File: config.mk
export PLATFORM = sky130hd
export DESIGN_NAME = entry_flag_bank
export DESIGN_NICKNAME = d
export VERILOG_FILES = /design/src/rtl/entry_flag_bank.sv
export SDC_FILE = /design/constraint.sdc
export NUM_CORES = 1
export LEC_CHECK = 0
export CELL_PAD_IN_SITES_DETAIL_PLACEMENT = 1
export CELL_PAD_IN_SITES_GLOBAL_PLACEMENT = 2
export CORE_AREA = 3 3 40 42
export CTS_CLUSTER_DIAMETER = 150
export DETAILED_ROUTE_END_ITERATION = 6
export DIE_AREA = 0 0 43 45
export HOLD_SLACK_MARGIN = 0.12
export PLACE_DENSITY_LB_ADDON = 0.1
export SYNTH_ARGS = -nofsm -noshare
export SYNTH_HDL_FRONTEND = slang
export SYNTH_SLANG_ARGS = --single-unit
File: constraint.sdc
create_clock -name clk -period 0.8 [get_ports clk]
set_input_delay 0.08 -clock clk [delete_from_list [all_inputs] [get_ports clk]]
set_output_delay 0.08 -clock clk [all_outputs]
set_load 0.03 [all_outputs]
File: src/rtl/entry_flag_bank.sv
module entry_flag_bank #(
    parameter int N = 4
) (
    input  logic         clk,
    input  logic         rst_n,
    input  logic         strobe,
    input  logic [N-1:0] sel,
    input  logic         ok,
    output logic [N-1:0] flags
);
    for (genvar i = 0; i < N; i++) begin : g_flag
        always_ff @(posedge clk or negedge rst_n) begin
            if (!rst_n)
                flags[i] <= 1'b0;
            else if (strobe && sel[i])
                flags[i] <= !ok;
        end
    end
endmodule

# After elaboration in Yosys (flattened, before gate mapping)
# Index checks and enable logic that the tools add are counted.
# word_totals
regBits	4
latchBits	0
ramBits	0
mem_bits_ro	0
out_inout_bits	4
n_memories	0
# op_classes
add_sub_neg	0
n_mul	0
div	0
magnitude_cmp	0
n_eq_ne	0
shifts	0
muxes	0
n_bitwise	0
n_reduce_logical	5
# ops
operator	count
$logic_and 1x1->1	4
$logic_not 1->1	1

# Longest topological paths before layout
# Gate-level depths: netlist (run 1).
# depth
depth_word	1
ltp_mapped	3

# Least setup slack after synthesis (run 1)
# OpenSTA, ideal clock, no wires.
# synth_path
path_type	register to register
startpoint	reg flags[2] (netlist name)
endpoint	reg flags[2]
setup_ps	126
arrival_ps	659
required_time_ps	674
slack_ps	15
stages_incl_launch_ff	3
path_buffers	0
synth_period_minus_slack_ps	785
cell_sequence	dfrtp_1 > a21oi_1 > a31oi_1
# synth_lines
element	line_no	rtl
end signal: indexed assignment	16	flags[i] <= !ok;
end: declaration	9	output logic [N-1:0] flags

# Worst setup path in the final report (run 1)
# layout_path
startpoint	reg flags[1]
endpoint	out flags[1]
# No word-level cell between the ends.

==> results.json, run 1 <==
{
  "crit_path_max_incr_delay_ns": 0.39,
  "tritoncts": "done",
  "hp-class": "in2async",
  "place_congestion": 0.622,
  "largest_register": "flags",
  "netlist_top_cells_count": "a21oi_1, a31oi_1, dfrtp_1",
  "tightest_slew_ns": 0.303,
  "design_power_total_uw": 686,
  "rsz0062_at_grt": "true",
  "cts-buffers-inserted": 3,
  "cp.required_ns": 0.72,
  "grtUsageTotal_pct": 6.11,
  "synthCells": 13,
  "die_h_um": 45,
  "synth-seq-cells": 4,
  "antennaDiodeCount": 0,
  "yosysTopAreaCellShare_pct": 64.0,
  "portBuffers": 11,
  "route.antenna.remaining_nets": 0,
  "grt_pass1_wl_um": 800,
  "cp_num_buf_inv": 1,
  "drv_slew": 0,
  "yosysWarnings": 0,
  "critical_path_arrival_ns": 0.76,
  "rows": 13,
  "syn_area_per_cell_um2": 12.0,
  "netlist_area_um2": 156,
  "synth_edf_count": 0,
  "antenna_found_initial": 0,
  "cts_sinks": 4,
  "firstDrtPassIters": 1,
  "end_kind": "output pin",
  "ys_async_sr_fraction_pct": 100,
  "synthesis.nets": 21,
  "fp.coreArea_um2": 1280,
  "vias": 156,
  "fin_skew_ns": 0,
  "nNetsFinal": 37,
  "power_leakage_nw": 0.135,
  "setup_violations": 4,
  "p_per_area_nw_per_um2": 2180,
  "start_util_pct": 12.2,
  "yosysTopAreaCell": "dfrtp_1",
  "final_layout_size_suffix_gt1_share_pct": 33.3,
  "violations": "negative setup slack",
  "drtIter0Drc": 0,
  "largest_registers": "flags (4)",
  "largest_reg_flops": 4,
  "cap_violations": 0,
  "hold_viol_final": 0,
  "drc": 0,
  "maxSlewHeadroom_pct": 79.7,
  "synth_cell_type_count": 4,
  "overflow": 0,
  "cts_max_level": 1,
  "crit_fanout": 2,
  "ir_worst_vdd_mv": 0.555,
  "critPathSlowestCell": "dfrtp_1",
  "die_area_um2": 1940,
  "final_core_util_pct": 24.5,
  "period_needed_ns": 0.839,
  "drt-wirelength-per-cell_um": 10.8,
  "synthFlopType": "dfrtp_1",
  "clkLatencyLatePin_ns": 0.23,
  "status": "finished with violations",
  "num_io_pins": 12,
  "clk_path_buf_depth": 2,
  "cp_top_family": "flip-flops",
  "grt_max_degree": 9,
  "drt-total-wl_um": 455,
  "setup_ws_ns": -0.0387,
  "cp-start-kind": "register",
  "crit_chain": "buf_6",
  "post_drt_via_cell_ratio": 3.71,
  "seq_area_frac_synth_pct": 64.0,
  "critPathKind": "reg2out",
  "syn2layout_area_growth_pct": 102,
  "fmax_ghz": 1.19,
  "final.period_utilization_pct": 105,
  "cts_root_buffer": "clkbuf_4",
  "clk_pin_slew_ns": 0.04,
  "synth.area.top_cells": "dfrtp_1, a31oi_1, a21oi_1",
  "die_width_um": 43,
  "first_global_vias": 187
}
## path summary, 6_finish.rpt
kind                                 end  cells after the start  slack, ns  startpoint
worst max-delay path            flags[1]                      1      -0.04    flags[1]
worst min-delay path            flags[2]                      1       0.13       rst_n
worst max register to register  flags[3]                      3       0.02    flags[3]
worst min register to register  flags[0]                      2       0.57    flags[0]
max in group asynchronous       flags[1]                      1       0.50       rst_n
min in group clk                flags[3]                      2       0.26      strobe
## layout make-up
cell class | instances | area [um2]
fill | 143 | 970
timing repair buffer | 12 | 125
sequential | 4 | 100
multi-input combinational | 8 | 48.8
clock buffer | 3 | 22.5
tap | 15 | 18.8
## repair_timing
item | CTS | global route
endpoints found under the setup margin | 4 | 12
hold endpoints to repair | 4 | 0
resized for setup | 4 | 2
hold buffers | 1 | 0
setup buffers | 1 | 0
## through the flow
stage	setup slack [ns]	setup TNS, ns	area [um2]	cells	hold slack [ns]
floorplan	0.0152	0	156	13	-0.216
global placement	-0.237	-0.943	264	38	0.307
detailed placement	-0.246	-0.963	264	38	0.302
CTS	-0.0532	-0.199	319	43	0.438
global route	-0.0665	-0.263	315	42	0.150
finish	-0.0387	-0.123	315	42	0.129
## report_power, final
group          internal, mW  switching (mW)
clock                 0.167          0.0739
combinational         0.100          0.0962
sequential            0.230          0.0187
## per-layer routing
metal  vias to the layer above  wire length [um]  GRT usage, %
met2                         8               196          6.89
li1                         80                 -             -
met1                        68               204          7.33
met4                         0                 0          5.42
met5                         -                 0             0
met3                         0                54          4.38
## logic make-up after synthesis
kind of cell    after synthesis  synth area share, %
compound gates                8                 28.8
buf+inv                       1                 7.20
flops                         4                 64.0
## cell usage in the layout (no fill, tap or decap)
cell type and count:
dlymetal6s2s_1 1, buf_6 4, dfrtp_1 4, a21oi_1 3, clkdlybuf4s50_1 5, clkbuf_4 3
a21oi_2 1, dlygate4sd3_1 1, a31oi_1 4, buf_4 1
Note: power is estimated with default switching activity, not from simulation.
==> inputs of run 2 (changes only) <==
--- a/config.mk
+++ b/config.mk
@@ -12,7 +12,8 @@
 export DETAILED_ROUTE_END_ITERATION = 6
 export DIE_AREA = 0 0 43 45
 export HOLD_SLACK_MARGIN = 0.12
-export PLACE_DENSITY_LB_ADDON = 0.1
+export PLACE_DENSITY = 0.58
 export SYNTH_ARGS = -nofsm -noshare
 export SYNTH_HDL_FRONTEND = slang
 export SYNTH_SLANG_ARGS = --single-unit
+export TNS_END_PERCENT = 100
==> results.json, run 2 (synthesis gave the netlist of run 1 again) <==
{
  "status": "finished with violations",
  "violations": "negative setup slack",
  "route.antenna.remaining_nets": 0,
  "rsz0062_at_grt": "true",
  "largest_register": "flags",
  "final.period_utilization_pct": 106,
  "critical_path_arrival_ns": 0.76,
  "layout_commonest_cell": "clkdlybuf4s50_1",
  "die_h_um": 45,
  "cp_top_family": "flip-flops",
  "grt_max_degree": 9,
  "drt-total-wl_um": 473,
  "final_layout_size_suffix_gt1_share_pct": 33.3,
  "n_fill_cell": 150,
  "fin_skew_ns": 0,
  "critPathKind": "reg2out",
  "p_per_area_nw_per_um2": 2200,
  "ir_worst_vdd_mv": 0.293,
  "clkLatencyLatePin_ns": 0.23,
  "overflow": 0,
  "largest_reg_flops": 4,
  "crit_fanout": 2,
  "grt_pass1_wl_um": 731,
  "vias": 165,
  "cts-buffers-inserted": 3,
  "largest_registers": "flags (4)",
  "first_global_vias": 176,
  "start_util_pct": 12.2,
  "tritoncts": "done",
  "r2r-start": "flags[1]",
  "num_io_pins": 12,
  "startpoint": "flags[3]",
  "fmax_ghz": 1.18,
  "critPathSlowestCell": "dfrtp_1",
  "cp_num_buf_inv": 1,
  "tns_ns": -0.137,
  "drtIter0Drc": 1,
  "grtUsageTotal_pct": 5.84,
  "cp.required_ns": 0.72,
  "fin_worst_hold_slack_ns": 0.127,
  "final_cell_mix": "clkdlybuf4s50_1, a31oi_1, dfrtp_1, buf_6",
  "rows": 13,
  "tightest_slew_ns": 0.286,
  "rrSetupSlack_ns": 0.02,
  "portBuffers": 11,
  "place_congestion": 0.674,
  "die_width_um": 43,
  "fp.coreArea_um2": 1280,
  "antenna_found_initial": 0,
  "clk_pin_slew_ns": 0.04,
  "clk_path_buf_depth": 2,
  "antennaDiodeCount": 0,
  "cap_violations": 0,
  "period_needed_ns": 0.844,
  "cts_root_buffer": "clkbuf_4",
  "hold_viol_final": 0,
  "firstDrtPassIters": 2,
  "nNetsFinal": 37,
  "cts_max_level": 1,
  "setup_ws_ns": -0.0441,
  "power_leakage_nw": 0.127,
  "crit_chain": "buf_6",
  "drt-wirelength-per-cell_um": 11.3,
  "post_drt_via_cell_ratio": 3.93,
  "die_area_um2": 1940,
  "drc": 0,
  "drv_slew": 0,
  "final_core_util_pct": 24.2,
  "syn2layout_area_growth_pct": 99.2,
  "maxSlewHeadroom_pct": 80.9,
  "setup_violations": 4,
  "cp-start-kind": "register",
  "hp-class": "in2async",
  "end_kind": "output pin",
  "cts_sinks": 4,
  "crit_path_max_incr_delay_ns": 0.39
}
[run 2: changes by cell type in the layout (fill, tap and decap cells not counted)]
cell	delta
dlymetal6s2s_1	-1
dlygate4sd2_1	+1
[run 2: layer usage]
metal  vias to the layer above  wire length (um)  global-route usage (%)
met1                        77               181                    5.08
met5                         -                 0                       0
li1                         80                 -                       -
met2                         8               235                    8.98
met3                         0                56                    3.98
met4                         0                 0                    5.42
[run 2: final timing paths]
| kind | to | cells after the start |
|---|---|---|
| setup / recovery | flags[3] | 1 |
| hold reg to reg | flags[2] | 2 |
| min in group clk | flags[1] | 2 |
| hold / removal | flags[3] | 1 |
| max in group asynchronous | flags[0] | 1 |
| setup reg to reg | flags[1] | 3 |
[run 2: report_power, final]
| part | switching, mW | internal (mW) | leakage, nW |
|---|---|---|---|
| logic | 0.0969 | 0.0991 | 0.0697 |
| clock network | 0.0728 | 0.167 | 0.0138 |
| registers | 0.0194 | 0.230 | 0.0440 |
[run 2: what timing repair did]
action | 4_1_cts | 5_1_grt
endpoints found under the hold margin | 4 | 0
hold buffers | 1 | 0
pin swaps | 0 | 0
resized for setup | 6 | 0
setup endpoints to repair | 5 | 9
setup buffers | 1 | 0
[run 2: layout make-up]
class	count	area (um2)	area share [%]
clock buffers	3	22.5	7.23
repair buffers	12	121	39.0
well taps	15	18.8	6.02
flip-flops and latches	4	100	32.1
multi-input cells	8	48.8	15.7
[run 2: through the flow]
stage | power, mW | area, um2 | setup slack, ns | instances
floorplan | 0.330 | 156 | 0.0152 | 13
global placement | 0.415 | 264 | -0.214 | 38
detailed placement | 0.418 | 264 | -0.251 | 38
CTS | 0.712 | 322 | -0.0557 | 43
global route | 0.720 | 312 | -0.0626 | 42
finish | 0.685 | 312 | -0.0441 | 42
